==> config.mk <==
export PLATFORM = sky130hd
export DESIGN_NAME = imm_extract
export DESIGN_NICKNAME = d
export VERILOG_FILES = /design/src/rtl/imm_pkg.sv /design/src/rtl/imm_classify.sv /design/src/rtl/imm_field_build.sv /design/src/rtl/imm_select.sv /design/src/rtl/imm_extract.sv
export SDC_FILE = /design/constraint.sdc
export NUM_CORES = 1
export LEC_CHECK = 0
export CAP_MARGIN = 20
export CELL_PAD_IN_SITES_DETAIL_PLACEMENT = 1
export CELL_PAD_IN_SITES_GLOBAL_PLACEMENT = 1
export CORE_ASPECT_RATIO = 1.75
export CORE_UTILIZATION = 19
export DETAILED_ROUTE_END_ITERATION = 16
export PLACE_DENSITY_LB_ADDON = 0.2
export SLEW_MARGIN = 20
export SYNTH_ARGS = -nofsm -noshare
export SYNTH_HDL_FRONTEND = slang
export SYNTH_SLANG_ARGS = --single-unit
export TNS_END_PERCENT = 20
==> constraint.sdc <==
create_clock -name vclk -period 4
set_clock_uncertainty 0.1 [all_clocks]
set_input_delay 1.2 -clock vclk [all_inputs]
set_output_delay 1.2 -clock vclk [all_outputs]
set_load 0.005 [all_outputs]
==> src/rtl/imm_pkg.sv <==
package imm_pkg;

  localparam int INSTR_W = 32;
  localparam int IMM_W   = 32;
  localparam int OPC_W   = 7;
  localparam int F3_W    = 3;
  localparam int F7_W    = 7;
  localparam int SHAMT_W = 5;
  localparam int ZIMM_W  = 5;

  // opcodes decoded by the classifier
  localparam logic [OPC_W-1:0] OPC_LUI    = 7'b0110111;
  localparam logic [OPC_W-1:0] OPC_AUIPC  = 7'b0010111;
  localparam logic [OPC_W-1:0] OPC_JAL    = 7'b1101111;
  localparam logic [OPC_W-1:0] OPC_JALR   = 7'b1100111;
  localparam logic [OPC_W-1:0] OPC_BRANCH = 7'b1100011;
  localparam logic [OPC_W-1:0] OPC_LOAD   = 7'b0000011;
  localparam logic [OPC_W-1:0] OPC_STORE  = 7'b0100011;
  localparam logic [OPC_W-1:0] OPC_OPIMM  = 7'b0010011;
  localparam logic [OPC_W-1:0] OPC_OP     = 7'b0110011;
  localparam logic [OPC_W-1:0] OPC_FENCE  = 7'b0001111;
  localparam logic [OPC_W-1:0] OPC_SYSTEM = 7'b1110011;

  localparam logic [F3_W-1:0] F3_SHL = 3'b001;
  localparam logic [F3_W-1:0] F3_SHR = 3'b101;
  localparam logic [F7_W-1:0] F7_PLAIN = 7'b0000000;
  localparam logic [F7_W-1:0] F7_ARITH = 7'b0100000;

  typedef enum logic [2:0] {
    FMT_BAD = 3'd0,
    FMT_REG = 3'd1,
    FMT_I   = 3'd2,
    FMT_S   = 3'd3,
    FMT_B   = 3'd4,
    FMT_U   = 3'd5,
    FMT_J   = 3'd6,
    FMT_Z   = 3'd7
  } imm_fmt_e;

  typedef struct packed {
    logic [IMM_W-1:0] i_val;
    logic [IMM_W-1:0] s_val;
    logic [IMM_W-1:0] b_val;
    logic [IMM_W-1:0] u_val;
    logic [IMM_W-1:0] j_val;
    logic [IMM_W-1:0] z_val;
  } imm_cand_t;

endpackage

==> src/rtl/imm_classify.sv <==
module imm_classify
  import imm_pkg::*;
(
  input  logic [OPC_W-1:0] opc_i,
  input  logic [F3_W-1:0]  f3_i,
  input  logic [F7_W-1:0]  f7_i,
  output imm_fmt_e         fmt_o,
  output logic             shift_o
);

  logic shl_ok;
  logic shr_ok;

  assign shl_ok = (f7_i == F7_PLAIN);
  assign shr_ok = (f7_i == F7_PLAIN) || (f7_i == F7_ARITH);

  always_comb begin
    fmt_o   = FMT_BAD;
    shift_o = 1'b0;
    unique case (opc_i)
      OPC_LUI, OPC_AUIPC: fmt_o = FMT_U;
      OPC_JAL:            fmt_o = FMT_J;
      OPC_BRANCH:         fmt_o = FMT_B;
      OPC_STORE:          fmt_o = FMT_S;
      OPC_LOAD, OPC_JALR: fmt_o = FMT_I;
      OPC_OPIMM: begin
        if (f3_i == F3_SHL) begin
          fmt_o   = shl_ok ? FMT_I : FMT_BAD;
          shift_o = shl_ok;
        end else if (f3_i == F3_SHR) begin
          fmt_o   = shr_ok ? FMT_I : FMT_BAD;
          shift_o = shr_ok;
        end else begin
          fmt_o = FMT_I;
        end
      end
      OPC_OP, OPC_FENCE:  fmt_o = FMT_REG;
      OPC_SYSTEM:         fmt_o = f3_i[2] ? FMT_Z : FMT_REG;
      default:            fmt_o = FMT_BAD;
    endcase
  end

endmodule

==> src/rtl/imm_field_build.sv <==
module imm_field_build
  import imm_pkg::*;
(
  input  logic [INSTR_W-1:0] instr_i,
  output imm_cand_t          cand_o
);

  localparam int I_LEN = 12;
  localparam int S_LEN = 12;
  localparam int B_LEN = 13;
  localparam int J_LEN = 21;
  localparam int U_LOW = 12;

  logic sgn;
  logic [I_LEN-1:0] i_raw;
  logic [S_LEN-1:0] s_raw;
  logic [B_LEN-1:0] b_raw;
  logic [J_LEN-1:0] j_raw;

  assign sgn = instr_i[INSTR_W-1];

  // scattered fields regathered into contiguous raw values
  assign i_raw = instr_i[31:20];
  assign s_raw = {instr_i[31:25], instr_i[11:7]};
  assign b_raw = {instr_i[31], instr_i[7], instr_i[30:25], instr_i[11:8], 1'b0};
  assign j_raw = {instr_i[31], instr_i[19:12], instr_i[20], instr_i[30:21], 1'b0};

  assign cand_o.i_val = {{(IMM_W-I_LEN){sgn}}, i_raw};
  assign cand_o.s_val = {{(IMM_W-S_LEN){sgn}}, s_raw};
  assign cand_o.b_val = {{(IMM_W-B_LEN){sgn}}, b_raw};
  assign cand_o.j_val = {{(IMM_W-J_LEN){sgn}}, j_raw};
  assign cand_o.u_val = {instr_i[31:U_LOW], {U_LOW{1'b0}}};
  assign cand_o.z_val = {{(IMM_W-ZIMM_W){1'b0}}, instr_i[19:15]};

endmodule

==> src/rtl/imm_select.sv <==
module imm_select
  import imm_pkg::*;
(
  input  imm_fmt_e         fmt_i,
  input  imm_cand_t        cand_i,
  output logic [IMM_W-1:0] imm_o
);

  always_comb begin
    unique case (fmt_i)
      FMT_I:   imm_o = cand_i.i_val;
      FMT_S:   imm_o = cand_i.s_val;
      FMT_B:   imm_o = cand_i.b_val;
      FMT_U:   imm_o = cand_i.u_val;
      FMT_J:   imm_o = cand_i.j_val;
      FMT_Z:   imm_o = cand_i.z_val;
      default: imm_o = '0;
    endcase
  end

endmodule

==> src/rtl/imm_extract.sv <==
module imm_extract
  import imm_pkg::*;
(
  input  logic [31:0] instr_i,
  output logic [31:0] imm_o,
  output logic [2:0]  fmt_o,
  output logic        illegal_o,
  output logic [4:0]  shamt_o
);

  imm_fmt_e  fmt;
  logic      shift_sel;
  imm_cand_t cand;

  imm_classify u_classify (
    .opc_i   (instr_i[6:0]),
    .f3_i    (instr_i[14:12]),
    .f7_i    (instr_i[31:25]),
    .fmt_o   (fmt),
    .shift_o (shift_sel)
  );

  imm_field_build u_build (
    .instr_i (instr_i),
    .cand_o  (cand)
  );

  imm_select u_select (
    .fmt_i  (fmt),
    .cand_i (cand),
    .imm_o  (imm_o)
  );

  assign fmt_o     = fmt;
  assign illegal_o = (fmt == FMT_BAD);
  assign shamt_o   = shift_sel ? instr_i[24:20] : '0;

endmodule

**Word-level counts from Yosys, hierarchy flattened**

Cells that the tools add are included.
Widths: inputs -> output; s select.

- Register bits: 0
- Output and inout port bits: 41
- Bits of input ports: 32
- Logic and storage cells: 37

- Eq/ne operators: 20
- Reduce and logical (&&, ||, !) cells: 6
- Multiplexer cells: 11

Operators with widths:

| cell | count |
|---|---|
| $pmux 32 s6 | 1 |
| $eq 7x6->1 const B | 4 |
| $eq 7x7->1 const B | 4 |
| $pmux 3 s8 | 1 |
| $eq 3x3->1 const B | 5 |
| $eq 7x5->1 const B | 2 |
| $mux 3 | 3 |
| $eq 7x2->1 const B | 1 |
| $eq 7x4->1 const B | 1 |
| $logic_not 7->1 | 1 |
| $eq 3x2->1 const B | 2 |
| $reduce_or 2->1 | 3 |
| $mux 5 | 1 |
| $mux 2 | 2 |
| $eq 3x1->1 const B | 1 |
| $logic_not 3->1 | 1 |
| $mux 1 | 3 |
| $logic_or 1x1->1 | 1 |

**Logic depth before layout (Yosys ltp)**

- Depth in word-level cells: 8
- Mapped depth: 8
- Gate-level depth less buffers: 6

**Cells and area by module**

A second synthesis with hierarchy kept.

- Cell total of the unflattened synthesis: 437
- Area total of the unflattened synthesis: 3453.3 um^2

By module, submodules not included:

| module | cells each | area each (um^2) | times used | sequential area each (um^2) |
|---|---|---|---|---|
| imm_select | 207 | 1752.9 | 1 | 0.0 |
| imm_field_build | 193 | 1445.1 | 1 | 0.0 |
| imm_classify | 31 | 214.0 | 1 | 0.0 |
| imm_extract | 6 | 41.3 | 1 | 0.0 |

**Worst setup path after synthesis**

OpenSTA, ideal clock, no wires.

- Path type: input -> output
- Start point: in instr_i[6]
- End point: out imm_o[1]
- Path buffers: 3
- Arrival: 2.502 ns
- Stages: 8
- Slack: 0.198 ns
- Cells stage by stage: clkbuf_2 -> and3_1 -> buf_2 -> o211ai_2 -> o21ai_2 -> or2_1 -> buf_4 -> a32o_1

- Word-level cells in the longest chain between the ends: 5
- Elaborated cells between the ends (all ways): 22
- Those cells by class: eq/ne: 17; mux: 2; reduce/logical: 3

RTL lines:

| item | RTL line | text |
|---|---|---|
| start: declaration | imm_extract.sv:4 | `input logic [31:0] instr_i,` |
| $eq 7x6->1, or another cell as far along | imm_classify.sv:20 | `unique case (opc_i)` |
| $reduce_or 2->1 | imm_classify.sv:20 |  |
| $pmux 3 s8 * | imm_classify.sv:20 |  |
| named net fmt_o[1] | imm_extract.sv:6 | `output logic [2:0] fmt_o,` |
| $eq 3x3->1 / $eq 3x2->1 (equally long branches) | imm_select.sv:10 | `unique case (fmt_i)` |
| $pmux 32 s6 * | imm_select.sv:10 |  |
| end: declaration | imm_extract.sv:5 | `output logic [31:0] imm_o,` |

The timed path passes the listed nets; every way through them passes the cells marked *.

**Worst setup path in the final report**

- Start point: in instr_i[3]
- End point: out imm_o[26]

- Word-level cells in the longest chain between the ends: 5
- Elaborated cells between the ends (all ways): 22
- Those cells by class: eq/ne: 17; mux: 2; reduce/logical: 3

RTL lines:

| item | RTL line |
|---|---|
| $eq 7x6->1, or another cell as far along | imm_classify.sv:20 |
| $reduce_or 2->1 | imm_classify.sv:20 |
| $pmux 3 s8 * | imm_classify.sv:20 |
| $eq 3x3->1 / $eq 3x2->1 (equally long branches) | imm_select.sv:10 |
| $pmux 32 s6 * | imm_select.sv:10 |

Mark *: on every way between the ends. The rest lies on a longest branch, timed or not.

==> run metrics <==
status=finished, violations left; violated checks=setup timing; Final setup viols=24; cell area power density=65.91 nW/um2; CP Launch Type=input pin; Hold Crit Start=instr_i[27]; nets=288; largest net degree at the start of global routing=12; worst-case hold slack=2.641 ns; worst ir drop on vdd=35.49 uV; Cell variety after synth=41; initial DRC count=25; register area share after synthesis=0; cell mode on critical path=buf_6; leakage power=1.134 nW; area of the multi-input gates=894.6 um2; Remaining DRCs=0; crit path time final=4.098 ns; max-cap violation count=0; synth cell count leaders=nand2_1 (28), a21oi_1 (11), a21boi_0 (6), nor2_1 (6); sequential cell area=0 um2; Detail Route Antenna Nets=0; gpl congestion=0.8785; Cell Area, Placed=1775 um2; crit-path max FO=4; Hold Path Stages=4; via count=1500; simple-gate share of the synthesized area=0.4853; row count=29; max-slew violations=0; Die Span X=48.68 um; drt pass-1 iters=4; Worst path max stage delay=0.38 ns; first-pass GRT wire length=8293 um; Final HPWL DP=3649 um; initial antenna violation count=0; area leader, netlist=nand2_1; vias in the first global route=1647; mux cell area share after synthesis=0; CP Capture Type=primary output; Avg Inst Size Synth=6.355 um2; worst path cell trace=buf_8, nand4bb_4, or3_4, o32ai_4, o211ai_1, buf_4, buf_6, buf_6, nand2_2, buf_2; Syn Inst Count=114; initial core utilization=0.1997; Final WS setup=-0.09828 ns; Ys Warns=0; die area=4073 um2; hold crit path type=input pin to primary output; worst path buffer plus inverter count=5; fillers=446; Core Util, Final=0.6000; FMAX=244.0 MHz; Area contributors post-synth=nand2_1 (15%), a21oi_1 (7.6%), a21boi_0 (6.2%); crit-path leading delay family=simple AND/OR/NAND/NOR gates; grt total ovfl=0; main combinational cell family by area after synthesis=simple AND/OR/NAND/NOR gates; Synthesized Nets=146; Die Height=83.69 um; Synth Area in Compound Gates=0.4473; total track usage=0.2627; xor-xnor portion of the synthesized cell area=0; Worst Hold Endpoint=imm_o[27]; most numerous cell in the Yosys netlist=nand2_1; Slew @ Worst Pin=0.2811 ns; max_slew headroom=0.8126; Netlist Area Pre-Place=724.4 um2; Synth top area share=0.1451; CORE AREA=3628 um2; Worst EP arrival=2.80 ns; RSZ-0062 raised after global routing=yes; final period utilization=1.025; Top Ports=73; seq_cells=0; final hold vios=0; routed length per instance=18.88 um; Max stage delay cell, worst path=or3_4; WL final=5665 um; Port Buffers=73; Req. time, crit path=2.70 ns; critical path class=input pin to primary output; Final Instance Area=2177 um2; clkbuf count=0; Vias/cell=5.000; Layout area overhead=200.5%; Synth Area in Adders=0; n_diodes=0; share of cells above drive strength 1=0.6614
[cell type report]
type | count | share of cell area
timing repair buffer | 146 | 0.5540
multi-input combinational | 103 | 0.4109
inverter | 5 | 0.008621
tap | 46 | 0.02644
[placed cells by master, fill, tap and decap left out, drive strengths merged]
cell type / count
a221oi: 1
nand4: 1
inv: 5
nand2: 28
nor2b: 1
o22ai: 2
a22oi: 2
a31oi: 1
dlygate4sd2: 6
or3: 1
nand4bb: 1
a21boi: 6
a32o: 4
buf: 118
a22o: 4
and3: 3
nor3: 6
nand3: 1
clkdlybuf4s15: 4
o211ai: 2
clkdlybuf4s50: 15
a41o: 1
and2: 5
nor2: 6
a21oi: 11
or2: 1
a21o: 1
nand3b: 3
clkbuf: 3
o311ai: 1
nor4: 2
and4bb: 1
o32ai: 1
nand2b: 2
nor3b: 1
o21ai: 3
[worst max path at each step]
stage | cells past startpoint | start | end
2_1_floorplan | 8 | instr_i[6] | imm_o[1]
3_3_place_gp | 8 | instr_i[2] | imm_o[15]
3_5_place_dp | 8 | instr_i[2] | imm_o[15]
4_1_cts | 10 | instr_i[3] | imm_o[29]
5_1_grt | 12 | instr_i[2] | imm_o[26]
6_report | 10 | instr_i[3] | imm_o[26]
[kinds of logic (layout without fill, tap and decap cells)]
kind of cell           Yosys count  count (layout)
and+or+nand+nor                 63              63
AOI/OAI and AO/OA               40              40
buffers and inverters           11             151
[where the power goes]
part           total (mW)  internal, mW  switching [mW]
combinational       0.143        0.0820          0.0615
sequential              0             0               0
clock                   0             0               0
[what timing repair did]
action,in CTS,in global routing
setup buffers,26,9
hold buffers,0,0
gates cloned,1,0
pin swaps,24,18
setup endpoints to repair,41,41
gates resized for setup,251,40
[per-stage QoR]
stage / setup TNS (ns) / setup slack [ns] / instances / power, mW
finish: -1.550 / -0.09828 / 300 / 0.1435
global route: -3.229 / -0.1752 / 300 / 0.1513
CTS: -1.842 / -0.1280 / 292 / 0.1277
detailed placement: -32.32 / -0.8889 / 266 / 0.1183
global placement: -30.01 / -0.8275 / 266 / 0.1159
floorplan: 0 / 0.1984 / 114 / 0.03107
[metal layers]
metal / up-vias / GRT usage / part of all wire
li1: 713 / - / -
met1: 718 / 0.2260 / 0.32
met2: 53 / 0.5593 / 0.60
met3: 16 / 0.02004 / 0.031
met4: 0 / 0.1310 / 0.047
met5: - / 0 / 0
Power figures use the tool's default switching activity.
